File: config.mk
export PLATFORM = sky130hd
export DESIGN_NAME = addr_gen_unit
export DESIGN_NICKNAME = d
export VERILOG_FILES = /design/src/rtl/agu_pkg.sv /design/src/rtl/agu_decode.sv /design/src/rtl/agu_add_slice.sv /design/src/rtl/agu_regfile.sv /design/src/rtl/addr_gen_unit.sv
export SDC_FILE = /design/constraint.sdc
export NUM_CORES = 1
export LEC_CHECK = 0
export BUFFER_PORTS_ARGS = -buffer_cell sky130_fd_sc_hd__clkbuf_2
export CORE_AREA = 2 2 83 85
export CTS_BUF_LIST = sky130_fd_sc_hd__clkbuf_8
export DETAILED_ROUTE_END_ITERATION = 10
export DIE_AREA = 0 0 85 87
export GPL_TIMING_DRIVEN = 0
export PLACE_DENSITY = 0.82
export REMOVE_ABC_BUFFERS = 1
export SKIP_CTS_REPAIR_TIMING = 1
export SLEW_MARGIN = 40
export SYNTH_ARGS = -nofsm -noshare
export SYNTH_HDL_FRONTEND = slang
export SYNTH_HIERARCHICAL = 1
export SYNTH_SLANG_ARGS = --single-unit
File: constraint.sdc
create_clock -name clk -period 10.59 [get_ports clk]
set_input_delay 0.5295 -clock clk [delete_from_list [all_inputs] [get_ports clk]]
set_output_delay 0.5295 -clock clk [all_outputs]
set_load 0.03 [all_outputs]
File: src/rtl/agu_pkg.sv
package agu_pkg;
  localparam int SLICE_W = 4;

  typedef enum logic [1:0] {
    SEL_R0   = 2'd0,
    SEL_R1   = 2'd1,
    SEL_R2   = 2'd2,
    SEL_NONE = 2'd3
  } reg_sel_e;

  typedef struct packed {
    reg_sel_e src;
    reg_sel_e dst;
  } agu_ctrl_t;
endpackage

File: src/rtl/agu_decode.sv
module agu_decode
  import agu_pkg::*;
(
  input  logic [2:0] op,
  output agu_ctrl_t  ctrl
);
  always_comb begin
    ctrl.src = SEL_NONE;
    ctrl.dst = SEL_R0;
    unique case (op)
      3'b000: begin ctrl.src = SEL_R0;   ctrl.dst = SEL_R0; end
      3'b001: begin ctrl.src = SEL_R1;   ctrl.dst = SEL_R1; end
      3'b010: begin ctrl.src = SEL_R2;   ctrl.dst = SEL_R2; end
      3'b011: begin ctrl.src = SEL_NONE; ctrl.dst = SEL_R0; end
      3'b100: begin ctrl.src = SEL_NONE; ctrl.dst = SEL_R1; end
      3'b101: begin ctrl.src = SEL_NONE; ctrl.dst = SEL_R2; end
      3'b110: begin ctrl.src = SEL_R0;   ctrl.dst = SEL_R2; end
      default: begin ctrl.src = SEL_R1;  ctrl.dst = SEL_R2; end
    endcase
  end
endmodule

File: src/rtl/agu_add_slice.sv
module agu_add_slice #(
  parameter int SW = 4
) (
  input  logic [SW-1:0] a,
  input  logic [SW-1:0] b,
  input  logic          ci_n,
  output logic [SW-1:0] s,
  output logic          co_n
);
  logic [SW:0] total;

  always_comb begin
    total = {1'b0, a} + {1'b0, b} + {{SW{1'b0}}, ~ci_n};
    s     = total[SW-1:0];
    co_n  = ~total[SW];
  end
endmodule

File: src/rtl/agu_regfile.sv
module agu_regfile
  import agu_pkg::*;
#(
  parameter int W = 16
) (
  input  logic         clk,
  input  logic         rst_n,
  input  logic         wr_en,
  input  reg_sel_e     dst,
  input  reg_sel_e     src,
  input  logic [W-1:0] wdata,
  output logic [W-1:0] src_data,
  output logic [W-1:0] out_q
);
  localparam int NREG = 3;

  logic [NREG-1:0][W-1:0] r_q, r_d;
  logic [W-1:0]           out_d;

  always_comb begin
    r_d   = r_q;
    out_d = out_q;
    if (wr_en) begin
      out_d = wdata;
      for (int k = 0; k < NREG; k++) begin
        if (dst == reg_sel_e'(k)) r_d[k] = wdata;
      end
    end
  end

  always_ff @(posedge clk or negedge rst_n) begin
    if (!rst_n) begin
      r_q   <= '0;
      out_q <= '0;
    end else begin
      r_q   <= r_d;
      out_q <= out_d;
    end
  end

  always_comb begin
    unique case (src)
      SEL_R0:  src_data = r_q[0];
      SEL_R1:  src_data = r_q[1];
      SEL_R2:  src_data = r_q[2];
      default: src_data = '0;
    endcase
  end
endmodule

File: src/rtl/addr_gen_unit.sv
module addr_gen_unit
  import agu_pkg::*;
#(
  parameter int W = 16
) (
  input  logic         clk,
  input  logic         rst_n,
  input  logic         exec_n,
  input  logic [3:0]   instr,
  input  logic [W-1:0] d_n,
  input  logic         ci_n,
  output logic         co_n,
  input  logic         addr_oe_n,
  input  logic         data_oe_n,
  output logic [W-1:0] addr_out,
  output logic         addr_valid,
  output logic [W-1:0] data_out_n,
  output logic         data_valid
);
  localparam int NS = W / SLICE_W;

  logic [1:0]   rst_pipe;
  logic         rst_sync_n;
  agu_ctrl_t    ctrl;
  logic [W-1:0] src_data;
  logic [W-1:0] sum;
  logic [W-1:0] out_q;
  logic [W-1:0] d_true;
  logic [NS:0]  carry_n;
  logic         wr_en;

  always_ff @(posedge clk or negedge rst_n) begin
    if (!rst_n) rst_pipe <= 2'b00;
    else        rst_pipe <= {rst_pipe[0], 1'b1};
  end
  assign rst_sync_n = rst_pipe[1];

  agu_decode u_dec (
    .op   (instr[3:1]),
    .ctrl (ctrl)
  );

  assign wr_en  = ~exec_n;
  assign d_true = ~d_n;

  agu_regfile #(.W(W)) u_rf (
    .clk      (clk),
    .rst_n    (rst_sync_n),
    .wr_en    (wr_en),
    .dst      (ctrl.dst),
    .src      (ctrl.src),
    .wdata    (sum),
    .src_data (src_data),
    .out_q    (out_q)
  );

  assign carry_n[0] = ci_n;
  for (genvar g = 0; g < NS; g++) begin : g_slice
    agu_add_slice #(.SW(SLICE_W)) u_add (
      .a    (d_true[g*SLICE_W +: SLICE_W]),
      .b    (src_data[g*SLICE_W +: SLICE_W]),
      .ci_n (carry_n[g]),
      .s    (sum[g*SLICE_W +: SLICE_W]),
      .co_n (carry_n[g+1])
    );
  end
  assign co_n = carry_n[NS];

  always_comb begin
    addr_valid = ~addr_oe_n;
    if (addr_oe_n)     addr_out = '1;
    else if (instr[0]) addr_out = sum;
    else               addr_out = src_data;
    data_valid = ~data_oe_n;
    data_out_n = data_oe_n ? '1 : ~out_q;
  end
endmodule

==> run metrics, run 1 <==
DRC viols 0; CTS tree built; Die Span Y 87 um; H-Tree Depth 3; vias per inst 5.442; switching part of the total 38.71%; final hold vios 0; P&R area growth vs syn 14.84%; CP max stage cell fa_1; setup TNS 0 ns; Unique masters post-synth 25; Final HPWL DP 5.263 mm; mapped cell area 3810 um2; GPL Wtd Cong 0.7538; fin util 66.61%; number of global-route vias before repair 2600; clock skew 0.006492 ns; initial antenna violation count 0; All-Layer GR Usage 22.40%; Final Cycle Share 66.77%; Nets 430; Startpoint Class primary input; cell mode on critical path inv_1; io pins 61; Num CTS Buffers 9; Max Cap Viol 0; Worst VDD drop 134.2 uV; Max stage delay on crit path 0.43 ns; Post-Synthesis Cells 324; Yosys warning count 6; CP arrival 6.54 ns; number of synthesized register bits 66; Worst-path clk slew 0.07 ns; post-route ant nets 0; register area 1655 um2; 1st-pass router iterations 4; status complete, no violations; Max Clk Rate 141.4 MHz; row cnt 30; clock latency at the later pin of the worst-skew pair 0.33 ns; Setup Crit Path Kind in2out; Max Slew Vio Count 0; Comb pwr share 47.3%; Clk pwr share 16.4%; Flop pwr share 36.4%; Sink Count 66; Int Pwr 0.0007470 W; Clock Root Buffer clkbuf_8; initial cell density of the core 58.00%; die area 7395 um2; pin slew with the least headroom to its limit 0.6341 ns; vias 2547; max_slew headroom 57.73%; largest net degree at the start of global routing 35; FILL cells 520; unrepaired setup endpoints after global routing no; synthesized area per cell 11.76 um2; area taken by multi-input logic gates 1913 um2; IO buf count 60; CORE AREA 6569 um2; first-pass GRT wire length 12.68 mm; antenna cells 0; Power Dens Cells 278.5 nW/um2; CP bufs+invs 14; HP Class reg2async; crit-path max FO 16; Tmin final 7.071 ns; CTS Buffer Depth 2; final setup vio count 0; Net Switching 0.0004718 W; DR WL/cell 16.49 um; Worst Setup End Kind output port; share of layout cells above drive strength 1 39.69%; Seq/Total Area, Yosys 43.35%; DRT iter0 DRCs 131; Die X 85 um; worst path required time 10.06 ns; DRT Wirelength 7.716 mm; CP delay by family, top adder cells; leakage 2.229 nW; global route total overflow 0
## per-layer routing
metal,wire length (um),global-route usage [%],vias to the layer above
met5,0,0,-
met1,3377,29.41,1262
met3,320,3.128,7
li1,-,-,1215
met2,3926,38.14,63
met4,92,8.225,0
## stage by stage
| stage | hold WS (ns) | area (um2) | total power, W | instances | setup slack [ns] |
|---|---|---|---|---|---|
| finish | 0.2789 | 4375 | 0.001219 | 468 | 3.519 |
| floorplan | 0.2339 | 3704 | 0.0008792 | 309 | 3.250 |
| CTS | -0.04637 | 4365 | 0.001228 | 467 | 3.484 |
| detailed placement | 0.2957 | 4177 | 0.001025 | 452 | 3.489 |
| global route | 0.3291 | 4375 | 0.001309 | 468 | 3.087 |
| global placement | 0.3160 | 4104 | 0.0009877 | 449 | 1.641 |
## layout by cell type (no fill, tap or decap), drive strengths merged
cell type,netlist,routed
o2bb2ai,16,16
mux2i,32,32
dfrtp,66,66
fa,8,8
buf,13,3
ha,12,12
nand2,33,33
conb,1,1
nor2,1,1
clkinv,2,4
dlygate4sd3,0,1
xnor2,9,9
mux2,64,64
nor3b,1,1
o21ai,1,1
inv,42,42
xor2,1,1
clkbuf,2,73
nor2b,1,1
a21o,9,9
nand3b,2,2
a21oi,8,8
## registers in the layout (all words and copies together), names as in the netlist
| signal | cells |
|---|---|
| u_rf/out_q | 16 |
| u_rf/r_q | 48 |
| rst_pipe | 2 |
## synth_stat cells (all sizes together)
library cell	number	area, um2
ha	12	150.1
fa	8	160.2
clkbuf	2	7.510
xor2	1	8.760
mux2	64	720.7
o2bb2ai	16	140.1
dfrtp	66	1652
nand2	33	123.9
clkinv	2	7.510
nor2b	1	6.260
nand3b	2	22.52
mux2i	32	320.3
inv	42	157.7
buf	13	98.84
nor2	1	3.750
nor3b	1	18.77
xnor2	9	78.83
conb	1	3.750
o21ai	1	5.000
a21oi	8	55.05
a21o	9	68.82
## final cells by class
type | count | share of cell area (%)
multi-input cells | 199 | 43.72
clock buffers | 13 | 4.089
well taps | 80 | 2.288
flip-flops and latches | 66 | 37.83
inverters | 44 | 3.775
repair buffers | 64 | 8.064
clock inverters | 2 | 0.2288
## power groups by stage
stage	clock network, W	registers, W	logic [W]
floorplan	0	0.000429	0.000450
global placement	0	0.000439	0.000548
detailed placement	0	0.000448	0.000578
CTS	0.000203	0.000444	0.000581
global route	0.000214	0.000460	0.000635
finish	0.000199	0.000443	0.000576
## path summary, 6_finish.rpt
check,from,end,slack (ns),cells past startpoint
worst max-delay path,instr[3],addr_out[13],3.52,33
worst min-delay path,rst_pipe[1]$_DFF_PN0_,u_rf/r_q[7]$_DFFE_PN0P_,0.28,0
worst max register to register,u_rf/r_q[32]$_DFFE_PN0P_,u_rf/r_q[15]$_DFFE_PN0P_,5.22,28
worst min register to register,rst_pipe[1]$_DFF_PN0_,u_rf/r_q[7]$_DFFE_PN0P_,0.28,0
max in group asynchronous,rst_pipe[1]$_DFF_PN0_,u_rf/out_q[4]$_DFFE_PN0P_,9.78,1
min in group clk,rst_pipe[0]$_DFF_PN0_,rst_pipe[1]$_DFF_PN0_,0.35,0
## cell families after synthesis
logic type	share of synthesized area, %
compound gates	7.061
xor+xnor	2.299
fa+ha+maj	8.144
buf+inv	7.126
flops	43.35
mux	27.32
other cells	0.09843
simple gates	4.598
Note: power is estimated with default switching activity, not from simulation.
==> run 2: changes to the inputs <==
- ABC_AREA: unset -> 1
- CORE_AREA: 2 2 83 85 -> 2 2 87 89
- DIE_AREA: 0 0 85 87 -> 0 0 89 91
- clock period: 10.59 -> 6.7 ns (I/O delays scaled with it)
==> run 2 against run 1 <==
Effect of this change:
- combinational power increased by 50%
- global-route usage rose by 5.5 points
- power is 53% higher
- setup slack worse by 3.2 ns
- via count rose by 54%
- first-iteration DRC count grew to 2.6 times the previous value
- critical path depth shrank 1
- die area increased by 9.5%
- cell area is 10% higher
- count of clock-buffer cells in the layout decreased by 1
- worst hold slack got worse by 0.032 ns
- register-to-register slack got worse by 3.6 ns
- largest power group unchanged
==> run metrics, run 2 <==
vias per inst 5.523; count leader, synth nand2_1; leakage 2.621 nW; HP Class reg2async; worst path required time 6.36 ns; mapped cell area 4233 um2; top post-synthesis cells by area dfrtp_1 39%, nand2_1 16%, nand3_1 9.3%, inv_1 6.1%, nand4_1 5.2%; CP max stage cell fa_1; Yosys warning count 6; io pins 61; pin slew with the least headroom to its limit 0.6343 ns; Tmin final 6.377 ns; Most flops, register u_rf/r_q; Worst VDD drop 181.7 uV; initial cell density of the core 59.31%; GPL Wtd Cong 0.8152; IO buf count 60; Num CTS Buffers 9; asr flop ratio synth 100.0%; Worst-path clk slew 0.07 ns; die area 8099 um2; CTS Buffer Depth 2; Setup Crit Path Kind in2out; commonest cells in the netlist 185 x nand2_1, 79 x nand3_1, 69 x inv_1; top flop regs u_rf/r_q (48), u_rf/out_q (16), rst_pipe (2); Yosys top cell by area dfrtp_1; largest net degree at the start of global routing 43; Max stage delay on crit path 0.45 ns; final instance area 4813 um2; placed instance count 682; Die Span Y 91 um; clock latency at the later pin of the worst-skew pair 0.35 ns; Seq/Total Area, Yosys 39.02%; dominant synthesized flop cell dfrtp_1; Final HPWL DP 6.840 mm; number of global-route vias before repair 3795; number of synthesized flops with an enable pin 0; commonest non-fill, non-tap cells in the layout 183 x nand2_1, 79 x nand3_1, 66 x inv_1, 65 x dfrtp_1, 60 x clkbuf_2; commonest non-fill, non-tap cell in the layout nand2_1; WHS 0.2469 ns; row cnt 31; Non-Filler Instances 711; Unique masters post-synth 28; crit-path max FO 18; final setup vio count 0; status complete, no violations; Post-Synthesis Cells 551; first-pass GRT wire length 17.64 mm; Max Cap Viol 0; P&R area growth vs syn 13.72%; CTS tree built; Startpoint Class primary input; max_slew headroom 57.61%; antenna cells 0; global route total overflow 0; vias 3927; synthesized area per cell 7.682 um2; CP arrival 6.04 ns; max FFs per register 48; H-Tree Depth 3; setup TNS 0 ns; Nets 653; Worst Setup End Kind output port; Synth top area share 39.02%; initial antenna violation count 0; CORE AREA 7137 um2; Final Cycle Share 95.17%; DRC viols 0; DR WL/cell 15.12 um; Max Slew Vio Count 0; 1st-pass router iterations 5; placed cell area 4493 um2; number of synthesized register bits 66; DRT Wirelength 10.75 mm; cell mode on critical path inv_1; Clock Root Buffer clkbuf_8; Power Dens Cells 388.1 nW/um2; Max Clk Rate 156.8 MHz; final hold vios 0; DRT iter0 DRCs 337; Die X 89 um; All-Layer GR Usage 27.89%; clock skew 0.008695 ns; post-route ant nets 0; Sink Count 66; share of layout cells above drive strength 1 21.57%
[run 2: cells by family (layout without fill, tap and decap cells)]
kind of cell / Yosys count / after routing / share of synthesized area [%]
AOI/OAI and AO/OA: 25 / 25 / 3.015
xor gates and xnor gates: 4 / 4 / 0.8276
adders and majority gates: 20 / 20 / 7.331
buffers and inverters: 106 / 167 / 12.47
DFF: 66 / 66 / 39.02
other: 1 / 1 / 0.08859
and+or+nand+nor: 329 / 329 / 37.25
[run 2: worst paths after layout]
| path | startpoint | to | slack, ns | cells after the start |
|---|---|---|---|---|
| max | instr[2] | addr_out[13] | 0.32 | 32 |
| min | rst_pipe[1]$_DFF_PN0_ | u_rf/out_q[9]$_DFFE_PN0P_ | 0.25 | 0 |
| max reg2reg | u_rf/r_q[16]$_DFFE_PN0P_ | u_rf/r_q[30]$_DFFE_PN0P_ | 1.63 | 26 |
| min reg2reg | rst_pipe[1]$_DFF_PN0_ | u_rf/out_q[9]$_DFFE_PN0P_ | 0.25 | 0 |
| max in group asynchronous | rst_pipe[1]$_DFF_PN0_ | u_rf/r_q[13]$_DFFE_PN0P_ | 5.91 | 1 |
| min in group clk | rst_pipe[0]$_DFF_PN0_ | rst_pipe[1]$_DFF_PN0_ | 0.37 | 0 |
[run 2: power breakdown]
| group | switching [W] | internal, W |
|---|---|---|
| clock network | 0.000156 | 0.000163 |
| registers | 0.000101 | 0.000582 |
| logic | 0.000573 | 0.000293 |
| total | 0.000830 | 0.00104 |
[run 2: routing by layer]
| metal | GRT usage [%] | vias up | share of wire (%) |
|---|---|---|---|
| li1 | - | 1872 | - |
| met1 | 37.18 | 1858 | 40 |
| met2 | 45.09 | 184 | 50 |
| met3 | 6.545 | 13 | 8.9 |
| met4 | 8.458 | 0 | 1.2 |
| met5 | 0 | - | 0 |
[run 2: metrics by stage]
stage	power (W)	worst slack, ns	utilization, %
detailed placement	0.001530	-0.2671	62.96
global route	0.002021	-0.01830	67.44
global placement	0.001475	-0.1653	61.87
finish	0.001868	0.3235	67.44
floorplan	0.001300	1.145	-
CTS	0.001855	-0.3077	65.62
[run 2: cell type report]
class / count / area [um2]
Inverter: 75 / 296.5
Tap cell: 99 / 123.9
Sequential cell: 66 / 1655
Clock inverter: 4 / 25.02
Multi-Input combinational cell: 379 / 2092
Fill cell: 631 / 2323
Timing Repair Buffer: 76 / 455.4
Clock buffer: 12 / 165.2
[run 2: worst max-delay path, delay by kind of cell]
| kind | cells | cell delay (ns) |
|---|---|---|
| compound gates | 4 | 0.49 |
| buf+inv | 12 | 1.43 |
| fa+ha+maj | 8 | 2.77 |
| simple gates | 8 | 1.03 |
==> run 3: changes to the inputs <==
- CORE_AREA: 2 2 87 89 -> 2 2 74 105
- DIE_AREA: 0 0 89 91 -> 0 0 76 107
==> run 3 against run 2 <==
Effect of this change:
- sequential cell count is the same
- die area grew 0.41%
- final cell count shrank 1.4%
- power shrank 2.8%
- critical endpoint is now addr_out[14]
- largest power group unchanged
==> run metrics, run 3 (synthesis gave the netlist of run 2 again) <==
share of layout cells above drive strength 1 19.70%; worst path required time 6.36 ns; Comb pwr share 47.0%; post-route ant nets 0; vias per inst 5.576; H-Tree Depth 3; row cnt 37; Crit Reg-Reg Endpoint u_rf/r_q[30]$_DFFE_PN0P_; largest net degree at the start of global routing 55; Clock Root Buffer clkbuf_8; unrepaired setup endpoints after global routing no; final instance area 4721 um2; Max Slew Vio Count 0; Clk pwr share 15.2%; DR WL/cell 15.47 um; Final Cycle Share 95.08%; max_slew headroom 58.39%; placed instance count 680; first-pass GRT wire length 17.39 mm; clock skew 0.006135 ns; setup TNS 0 ns; global route total overflow 0; cell mode on critical path inv_1; Num CTS Buffers 9; crit-path max FO 18; max FFs per register 48; Worst VDD drop 241.3 uV; Setup Crit Path Kind in2out; Worst-path clk slew 0.06 ns; DRT Wirelength 10.85 mm; placed cell area 4491 um2; clock latency at the later pin of the worst-skew pair 0.35 ns; final hold vios 0; status complete, no violations; antenna cells 0; Tmin final 6.370 ns; Max stage delay on crit path 0.43 ns; FILL cells 613; FF-to-FF Start u_rf/r_q[16]$_DFFE_PN0P_; Max Clk Rate 157.0 MHz; Die X 76 um; CP arrival 6.04 ns; IO buf count 60; Die Span Y 107 um; HP Class in2async; top flop regs u_rf/r_q (48), u_rf/out_q (16), rst_pipe (2); Power Dens Cells 384.7 nW/um2; CTS tree built; DRT iter0 DRCs 397; commonest non-fill, non-tap cell in the layout nand2_1; die area 8132 um2; Non-Filler Instances 701; switching part of the total 44.78%; commonest non-fill, non-tap cells in the layout 183 x nand2_1, 79 x nand3_1, 70 x inv_1, 65 x dfrtp_1, 60 x clkbuf_2; vias 3909; Worst Setup End Kind output port; initial antenna violation count 0; Worst R2R Setup Slack 1.51 ns; Flop pwr share 37.8%; CP max stage cell xnor2_1; CTS Buffer Depth 2; leakage 2.583 nW; 1st-pass router iterations 5; Max Cap Viol 0; worst reg2reg path depth 26; Startpoint Class primary input; Nets 647; P&R area growth vs syn 11.53%; Final HPWL DP 6.981 mm; CORE AREA 7176 um2; final setup vio count 0; io pins 61; DRC viols 0; initial cell density of the core 58.99%; Net Switching 0.0008133 W; All-Layer GR Usage 27.41%; Int Pwr 0.001003 W; pin slew with the least headroom to its limit 0.6227 ns; Most flops, register u_rf/r_q; GPL Wtd Cong 0.7977; number of global-route vias before repair 3731; Sink Count 66
run 3: final cells by class:
type,count,area (um2),area share [%]
clock buffer,10,137.6,2.915
clock inverter,4,15.01,0.3180
inverter,75,296.5,6.281
multi-input combinational,379,2085,44.16
sequential,66,1655,35.06
tap,97,121.4,2.571
timing repair buffer,70,410.4,8.693
run 3: worst max-delay path: cells and delay by family:
family          cells  cell delay [ns]
fa+ha+maj           7             2.31
xor+xnor            1             0.43
simple gates        9             1.26
buf+inv            11             1.09
compound gates      4             0.59
run 3: worst max-delay path by stage:
stage,from,end,cells after the start
2_1_floorplan,instr[2],addr_out[14],30
6_report,instr[2],addr_out[14],32
3_5_place_dp,instr[2],addr_out[14],32
4_1_cts,instr[2],addr_out[14],32
3_3_place_gp,instr[2],addr_out[14],32
5_1_grt,instr[2],addr_out[13],32
run 3: power by group through the flow:
stage,combinational [W],sequential [W],clock [W]
finish,0.000854,0.000687,0.000275
CTS,0.000842,0.000683,0.000278
detailed placement,0.000837,0.000688,0
floorplan,0.000636,0.000664,0
global route,0.000954,0.000708,0.000293
global placement,0.000791,0.000680,0
run 3: through the flow:
step / total power [W] / hold WS, ns / utilization [%] / worst slack (ns)
2_1_floorplan: 0.001300 / 0.03941 / - / 1.145
4_1_cts: 0.001803 / -0.2513 / 64.71 / -0.3478
5_1_grt: 0.001954 / 0.3176 / 65.79 / 0.001743
6_report: 0.001816 / 0.2966 / 65.79 / 0.3298
3_3_place_gp: 0.001471 / 0.1200 / 61.50 / -0.1893
3_5_place_dp: 0.001526 / 0.1215 / 62.58 / -0.3224
run 3: layer usage:
layer	routed length [um]	vias to the layer above	track usage, %	share of wire (%)
met2	5740	182	48.85	53
met3	751	36	4.882	6.9
met4	345	0	15.45	3.2
met1	4010	1829	30.98	37
li1	-	1862	-	-
met5	0	-	0	0
